**config.mk**
```make
export PLATFORM = sky130hd
export DESIGN_NAME = tws_eeprom_slave
export DESIGN_NICKNAME = d
export VERILOG_FILES = /design/src/rtl/tws_pkg.sv /design/src/rtl/tws_line_monitor.sv /design/src/rtl/tws_prog_timer.sv /design/src/rtl/tws_page_store.sv /design/src/rtl/tws_eeprom_slave.sv
export SDC_FILE = /design/constraint.sdc
export NUM_CORES = 2
export LEC_CHECK = 0
export ABC_AREA = 1
export BUFFER_PORTS_ARGS = -buffer_cell sky130_fd_sc_hd__buf_4
export CORE_MARGIN = 1
export CORE_UTILIZATION = 42
export DETAILED_ROUTE_END_ITERATION = 8
export SYNTH_ARGS = -nofsm -noshare
export SYNTH_HDL_FRONTEND = slang
export SYNTH_SLANG_ARGS = --single-unit
```
**constraint.sdc**
```tcl
create_clock -name clk -period 2.34 [get_ports clk]
set_input_delay 0.468 -clock clk [delete_from_list [all_inputs] [get_ports clk]]
set_output_delay 0.468 -clock clk [all_outputs]
set_load 0.05 [all_outputs]
```
**src/rtl/tws_pkg.sv**
```systemverilog
package tws_pkg;
  localparam int BYTE_W = 8;
  localparam logic [3:0] DEV_CODE = 4'b1010;

  typedef enum logic [3:0] {
    S_IDLE,
    S_DEV,
    S_DEV_ACK,
    S_ADDR,
    S_ADDR_ACK,
    S_WDATA,
    S_WDATA_ACK,
    S_RDATA,
    S_RACK,
    S_WAIT
  } tws_state_e;
endpackage

```
**src/rtl/tws_line_monitor.sv**
```systemverilog
module tws_line_monitor #(
  parameter int SYNC_STAGES = 2
) (
  input  logic clk,
  input  logic rst_n,
  input  logic scl_in,
  input  logic sda_in,
  output logic scl_s,
  output logic sda_s,
  output logic scl_rise,
  output logic scl_fall,
  output logic start_ev,
  output logic stop_ev
);
  logic [SYNC_STAGES-1:0] scl_q;
  logic [SYNC_STAGES-1:0] sda_q;
  logic                   scl_p;
  logic                   sda_p;

  generate
    if (SYNC_STAGES == 1) begin : g_one
      always_ff @(posedge clk or negedge rst_n) begin
        if (!rst_n) begin
          scl_q <= '1;
          sda_q <= '1;
        end else begin
          scl_q <= scl_in;
          sda_q <= sda_in;
        end
      end
    end else begin : g_chain
      always_ff @(posedge clk or negedge rst_n) begin
        if (!rst_n) begin
          scl_q <= '1;
          sda_q <= '1;
        end else begin
          scl_q <= {scl_q[SYNC_STAGES-2:0], scl_in};
          sda_q <= {sda_q[SYNC_STAGES-2:0], sda_in};
        end
      end
    end
  endgenerate

  assign scl_s = scl_q[SYNC_STAGES-1];
  assign sda_s = sda_q[SYNC_STAGES-1];

  always_ff @(posedge clk or negedge rst_n) begin
    if (!rst_n) begin
      scl_p <= 1'b1;
      sda_p <= 1'b1;
    end else begin
      scl_p <= scl_s;
      sda_p <= sda_s;
    end
  end

  assign scl_rise = !scl_p && scl_s;
  assign scl_fall = scl_p && !scl_s;
  assign start_ev = scl_p && scl_s && sda_p && !sda_s;
  assign stop_ev  = scl_p && scl_s && !sda_p && sda_s;
endmodule

```
**src/rtl/tws_prog_timer.sv**
```systemverilog
module tws_prog_timer #(
  parameter int PROG_CYCLES = 5000
) (
  input  logic clk,
  input  logic rst_n,
  input  logic launch,
  output logic busy
);
  localparam int CW = $clog2(PROG_CYCLES + 1);

  logic [CW-1:0] remain;

  always_ff @(posedge clk or negedge rst_n) begin
    if (!rst_n) begin
      remain <= '0;
    end else if (launch) begin
      remain <= CW'(PROG_CYCLES);
    end else if (remain != '0) begin
      remain <= remain - 1'b1;
    end
  end

  assign busy = (remain != '0);

  // a new programming interval is never launched on top of a running one
  p_launch_free_r7: assert property (@(posedge clk) disable iff (!rst_n)
    launch |-> !busy);
endmodule

```
**src/rtl/tws_page_store.sv**
```systemverilog
module tws_page_store
  import tws_pkg::*;
#(
  parameter int ADDR_W = 7,
  parameter int PAGE_W = 3,
  localparam int ROW_W = ADDR_W - PAGE_W
) (
  input  logic              clk,
  input  logic              rst_n,
  input  logic [ADDR_W-1:0] rd_addr,
  output logic [BYTE_W-1:0] rd_data,
  input  logic              buf_we,
  input  logic [PAGE_W-1:0] buf_col,
  input  logic [BYTE_W-1:0] buf_data,
  input  logic              buf_clear,
  input  logic              commit,
  input  logic [ROW_W-1:0]  commit_row,
  output logic              any_pending
);
  localparam int DEPTH      = 1 << ADDR_W;
  localparam int PAGE_BYTES = 1 << PAGE_W;

  logic [BYTE_W-1:0]     mem  [DEPTH];
  logic [BYTE_W-1:0]     pbuf [PAGE_BYTES];
  logic [PAGE_BYTES-1:0] pvalid;

  always_ff @(posedge clk or negedge rst_n) begin
    if (!rst_n) begin
      for (int i = 0; i < DEPTH; i++) mem[i] <= '0;
      for (int c = 0; c < PAGE_BYTES; c++) pbuf[c] <= '0;
      pvalid <= '0;
    end else begin
      if (commit) begin
        for (int c = 0; c < PAGE_BYTES; c++) begin
          if (pvalid[c]) mem[{commit_row, PAGE_W'(c)}] <= pbuf[c];
        end
      end
      if (buf_clear) begin
        pvalid <= '0;
      end else if (buf_we) begin
        pbuf[buf_col]   <= buf_data;
        pvalid[buf_col] <= 1'b1;
      end
    end
  end

  assign rd_data     = mem[rd_addr];
  assign any_pending = |pvalid;

  // a buffer fill and a buffer clear never arrive in the same cycle
  p_ops_exclusive_r6: assert property (@(posedge clk) disable iff (!rst_n)
    $onehot0({buf_we, buf_clear}));
endmodule

```
**src/rtl/tws_eeprom_slave.sv**
```systemverilog
module tws_eeprom_slave
  import tws_pkg::*;
#(
  parameter int ADDR_W      = 7,
  parameter int PAGE_W      = 3,
  parameter int PROG_CYCLES = 5000,
  parameter int SYNC_STAGES = 2
) (
  input  logic clk,
  input  logic rst_n,
  input  logic scl_in,
  input  logic sda_in,
  input  logic wr_enable,
  output logic sda_pull_low
);
  localparam int ROW_W = ADDR_W - PAGE_W;

  logic scl_s, sda_s, scl_rise, scl_fall, start_ev, stop_ev;
  logic busy;

  tws_state_e        state;
  logic [3:0]        bitcnt;
  logic [BYTE_W-1:0] shreg;
  logic [BYTE_W-1:0] txreg;
  logic [ADDR_W-1:0] addr_ptr;
  logic              drive;
  logic              rw_read;
  logic              master_ack;

  logic [BYTE_W-1:0] rd_data;
  logic              any_pending;
  logic              buf_we, buf_clear, commit;
  logic              bus_start, bus_stop, byte_done;

  tws_line_monitor #(.SYNC_STAGES(SYNC_STAGES)) u_mon (
    .clk      (clk),
    .rst_n    (rst_n),
    .scl_in   (scl_in),
    .sda_in   (sda_in),
    .scl_s    (scl_s),
    .sda_s    (sda_s),
    .scl_rise (scl_rise),
    .scl_fall (scl_fall),
    .start_ev (start_ev),
    .stop_ev  (stop_ev)
  );

  assign bus_start = start_ev && !busy;
  assign bus_stop  = stop_ev && !busy;
  assign byte_done = scl_fall && (bitcnt == 4'd8);

  assign buf_we    = (state == S_WDATA) && byte_done;
  assign buf_clear = bus_start || bus_stop;
  assign commit    = bus_stop && wr_enable && any_pending;

  tws_page_store #(.ADDR_W(ADDR_W), .PAGE_W(PAGE_W)) u_store (
    .clk         (clk),
    .rst_n       (rst_n),
    .rd_addr     (addr_ptr),
    .rd_data     (rd_data),
    .buf_we      (buf_we),
    .buf_col     (addr_ptr[PAGE_W-1:0]),
    .buf_data    (shreg),
    .buf_clear   (buf_clear),
    .commit      (commit),
    .commit_row  (addr_ptr[ADDR_W-1:PAGE_W]),
    .any_pending (any_pending)
  );

  tws_prog_timer #(.PROG_CYCLES(PROG_CYCLES)) u_timer (
    .clk    (clk),
    .rst_n  (rst_n),
    .launch (commit),
    .busy   (busy)
  );

  always_ff @(posedge clk or negedge rst_n) begin
    if (!rst_n) begin
      state      <= S_IDLE;
      bitcnt     <= '0;
      shreg      <= '0;
      txreg      <= '0;
      addr_ptr   <= '0;
      drive      <= 1'b0;
      rw_read    <= 1'b0;
      master_ack <= 1'b0;
    end else if (bus_stop) begin
      state <= S_IDLE;
      drive <= 1'b0;
    end else if (bus_start) begin
      state  <= S_DEV;
      bitcnt <= '0;
      drive  <= 1'b0;
    end else begin
      case (state)
        S_DEV, S_ADDR, S_WDATA: begin
          if (scl_rise) begin
            shreg  <= {shreg[BYTE_W-2:0], sda_s};
            bitcnt <= bitcnt + 4'd1;
          end else if (byte_done) begin
            bitcnt <= '0;
            if (state == S_DEV) begin
              if (shreg[7:4] == DEV_CODE) begin
                drive   <= 1'b1;
                rw_read <= shreg[0];
                state   <= S_DEV_ACK;
              end else begin
                state <= S_IDLE;
              end
            end else if (state == S_ADDR) begin
              drive    <= 1'b1;
              addr_ptr <= shreg[ADDR_W-1:0];
              state    <= S_ADDR_ACK;
            end else begin
              drive                  <= 1'b1;
              addr_ptr[PAGE_W-1:0]   <= addr_ptr[PAGE_W-1:0] + 1'b1;
              state                  <= S_WDATA_ACK;
            end
          end
        end
        S_DEV_ACK: begin
          if (scl_fall) begin
            bitcnt <= '0;
            if (rw_read) begin
              txreg <= rd_data;
              drive <= !rd_data[BYTE_W-1];
              state <= S_RDATA;
            end else begin
              drive <= 1'b0;
              state <= S_ADDR;
            end
          end
        end
        S_ADDR_ACK, S_WDATA_ACK: begin
          if (scl_fall) begin
            drive <= 1'b0;
            state <= S_WDATA;
          end
        end
        S_RDATA: begin
          if (scl_fall) begin
            if (bitcnt == 4'd7) begin
              drive    <= 1'b0;
              addr_ptr <= addr_ptr + 1'b1;
              bitcnt   <= '0;
              state    <= S_RACK;
            end else begin
              txreg  <= {txreg[BYTE_W-2:0], 1'b0};
              drive  <= !txreg[BYTE_W-2];
              bitcnt <= bitcnt + 4'd1;
            end
          end
        end
        S_RACK: begin
          if (scl_rise) begin
            master_ack <= !sda_s;
          end else if (scl_fall) begin
            if (master_ack) begin
              txreg <= rd_data;
              drive <= !rd_data[BYTE_W-1];
              state <= S_RDATA;
            end else begin
              state <= S_WAIT;
            end
          end
        end
        default: ;
      endcase
    end
  end

  assign sda_pull_low = drive;

  // no pull-low while waiting for a START
  p_idle_released_r2: assert property (@(posedge clk) disable iff (!rst_n)
    (state == S_IDLE) |-> !sda_pull_low);

  // the data request only moves while the bus clock is low
  p_change_clock_low_r3: assert property (@(posedge clk) disable iff (!rst_n)
    !$stable(sda_pull_low) |-> !scl_s);

  // a programming interval begins only if write enable was high
  p_commit_needs_we_r5: assert property (@(posedge clk) disable iff (!rst_n)
    $rose(busy) |-> $past(wr_enable));

  // silent on the bus during programming
  p_busy_silent_r7: assert property (@(posedge clk) disable iff (!rst_n)
    busy |-> !sda_pull_low);

  // released after a master NACK
  p_nack_released_r11: assert property (@(posedge clk) disable iff (!rst_n)
    (state == S_WAIT) |-> !sda_pull_low);
endmodule

```
==> impl_metrics.yaml <==
outcome:
  status: "finished with violations"
  violations: "DRC, setup timing"
placement:
  placed_area_um2: 58900
  io_buffers: 5
  placed_cells: 8089
  gp_congestion: 0.975
  dp_hpwl_um: 130000
sta:
  rsz0062_at_grt: "true"
  fin_tns_setup_ns: -1.82
  fmax_ghz: 0.386
  fin_ws_ns: -0.253
  whs_ns: 0.184
  finalCritPeriodShare_pct: 111
  finalCriticalPeriod_ns: 2.59
  maxSlewViolCount: 0
  hold_viol_final: 0
  finalSetupViolations: 24
  skew_ns: 0.0310
  tightest_slew_ns: 1.06
  slew_headroom_pct: 29.5
detailed_routing:
  post_drt_wl_per_cell_um: 24.2
  wl_um: 203000
  drt_first_pass_iters: 8
  vias_per_cell: 5.57
  drc: 2
  drtIter0Drc: 5596
  antenna_left: 0
  via_count: 46600
yosys:
  ys.flop_type: "dfrtp_1"
  netlist_instances: 6298
  syn_nets: 6308
  yosysWarnings: 0
  syn_area_um2: 54800
  synth_edf_count: 0
  async_reset_ff_share_pct: 100
  synth.distinct_cells: 45
  seq_area_frac_synth_pct: 52.5
  synth_seq_cells: 1148
  avgSynthCellArea_um2: 8.69
global_route:
  grt_pass1_vias: 43500
  grt_util_all_layers_pct: 30.0
  globalRouteOverflowTotal: 0
  grt_pass1_wl_um: 291000
  grt_max_degree: 91
  antenna_found_initial: 0
worst_setup_path:
  crit_arrival_ns: 3.26
  rrSetupSlack_ns: -0.25
  crit_type: "flop to flop"
  worstPathRequired_ns: 3.01
  worstReg2RegStart: "addr_ptr[0]$_DFFE_PN0P_"
  crit_path_end: "txreg[3]$_DFFE_PN0P_"
  worstSetupStartpointType: "flop"
  startpoint: "addr_ptr[0]$_DFFE_PN0P_"
  setup.worst_path.end_class: "flop"
  cp_max_fo: 12
  reg2reg_depth: 14
  r2r-end: "txreg[3]$_DFFE_PN0P_"
cts:
  insertion_delay_ns: 0.80
  cts_num_sinks: 1148
  root_buffer: "clkbuf_16"
  cts_tree: "built"
  clk_path_buf_depth: 3
  cts_buffers: 130
  path_clk_slew_ns: 0.07
  htree_levels: 4
power:
  p_seq_share_pct: 48.6
  leakagePower_nw: 30.1
  max-vdd-ir-drop_uv: 580
  internal-power_mw: 31.8
  power_switching_mw: 9.09
  p_per_area_nw_per_um2: 624
  switching_share_pct: 22.2
  pwr-share-comb_pct: 1.3
  power.share.clock_pct: 50.1
layout:
  layout_common_cells: "1427 x nand2_1, 1132 x dfrtp_1, 863 x o21ai_1"
  seqCellArea_um2: 28800
  instances_no_fill: 8379
  drive_gt1_share_pct: 23.0
  multi_input_area_um2: 24000
  nets: 6545
  syn2layout_area_growth_pct: 19.7
  layout_commonest_cell: "nand2_1"
  final_area_um2: 65600
  nFillCells: 12300
die:
  coreArea_um2: 129000
  fp.dieW_um: 363
  die_y_um: 363
  row_count: 132
  floorplan.die_area_um2: 132000
  start_util_pct: 42.3
  io_pins: 6
run:
  maxCapViolations: 0
min_path:
  min_path_type: "primary input to async pin"
## stage by stage
| stage | total power, mW | util (%) | worst slack [ns] |
|---|---|---|---|
| floorplan | 20.2 | - | 0.180 |
| global placement | 20.8 | 45.5 | -0.403 |
| detailed placement | 20.8 | 45.5 | -0.436 |
| CTS | 41.1 | 49.3 | -0.135 |
| global route | 42.0 | 50.6 | -0.269 |
| finish | 40.9 | 50.6 | -0.253 |
## worst min-delay path by stage
stage | start | slack (ns) | end
2_1_floorplan | rst_n | 0.17 | addr_ptr[0]$_DFFE_PN0P_
3_3_place_gp | u_mon.sda_q[0]$_DFF_PN1_ | 0.35 | u_mon.sda_q[1]$_DFF_PN1_
3_5_place_dp | u_mon.scl_q[0]$_DFF_PN1_ | 0.35 | u_mon.scl_q[1]$_DFF_PN1_
4_1_cts | wr_enable | 0.14 | u_timer.remain[0]$_DFFE_PN0P_
5_1_grt | wr_enable | 0.18 | u_timer.remain[0]$_DFFE_PN0P_
6_report | rst_n | 0.18 | u_store.mem[731]$_DFFE_PN0P_
## critical path, cell delays in order (launching register included)
cell and delay, ns:
dfrtp_4 0.50, buf_12 0.17, bufbuf_16 0.30, nor2_1 0.11, nor2_1 0.05, o21ai_0 0.17, o21ai_0 0.37, nor2_1 0.21
nor2_1 0.10, nor2_1 0.11, nand2_1 0.06, nand2_1 0.06, nand3_1 0.08, o21ai_1 0.12, nand2_1 0.07
## flip-flops by register name (all words and copies together), names as in the netlist, 7 cells and up
name / flops
u_timer.remain: 13
u_store.pbuf: 64
addr_ptr: 7
u_store.pvalid: 8
shreg: 8
txreg: 7
u_store.mem: 1024
## what timing repair did
item | in CTS | in global routing
gates resized for setup | 157 | 329
pin swaps | 47 | 59
endpoints found under the hold margin | 339 | 0
endpoints found under the setup margin | 267 | 1006
hold buffers | 3 | 0
setup buffers | 8 | 9
cloned | 8 | 30
## cell type report
class | instances | area share, %
sequential | 1148 | 43.9
multi-input combinational | 4468 | 36.6
timing repair buffer | 486 | 8.01
clock buffer | 202 | 5.90
tap | 1742 | 3.32
inverter | 300 | 1.77
clock inverter | 31 | 0.529
timing repair inverter | 1 | 0.0134
antenna | 1 | 0.00382
## layer usage
layer	up-vias	global-route usage [%]	routed length, µm
li1	21200	-	-
met1	22900	40.9	84300
met2	2054	45.8	90200
met3	487	5.49	16600
met4	0	15.5	11500
met5	-	0	0
## cells by family (layout without fill, tap and decap cells)
kind of cell | after synthesis | in the layout | synth area share, %
compound gates | 1731 | 1731 | 18.4
xor+xnor | 9 | 9 | 0.144
fa+ha+maj | 5 | 5 | 0.114
buf+inv | 705 | 1020 | 6.80
flops | 1148 | 1148 | 52.5
other cells | 0 | 1 | 0
simple gates | 2700 | 2723 | 22.1
## cells in the mapped netlist (10+ instances only)
| master | number | area [µm²] |
|---|---|---|
| nor2_1 | 676 | 2540 |
| buf_6 | 128 | 1440 |
| o21ai_1 | 824 | 4120 |
| or2_2 | 166 | 1040 |
| inv_1 | 291 | 1090 |
| buf_2 | 83 | 415 |
| clkbuf_1 | 189 | 709 |
| o21ai_0 | 439 | 2200 |
| nand3_1 | 83 | 415 |
| o211ai_1 | 231 | 1730 |
| nand2_4 | 129 | 1450 |
| o21ai_2 | 209 | 1830 |
| nor2_8 | 17 | 340 |
| nand2_1 | 1589 | 5960 |
| dfrtp_1 | 1142 | 28600 |
| o21a_1 | 10 | 75.1 |
## power by group through the flow
stage	combinational (mW)	clock (mW)	sequential, mW
after global routing	0.615	21.5	19.9
after CTS	0.562	20.7	19.9
after global placement	0.554	0	20.2
after floorplan	0.00732	0	20.2
final	0.533	20.5	19.9
after detailed placement	0.556	0	20.2
Note: power is estimated with default switching activity, not from simulation.
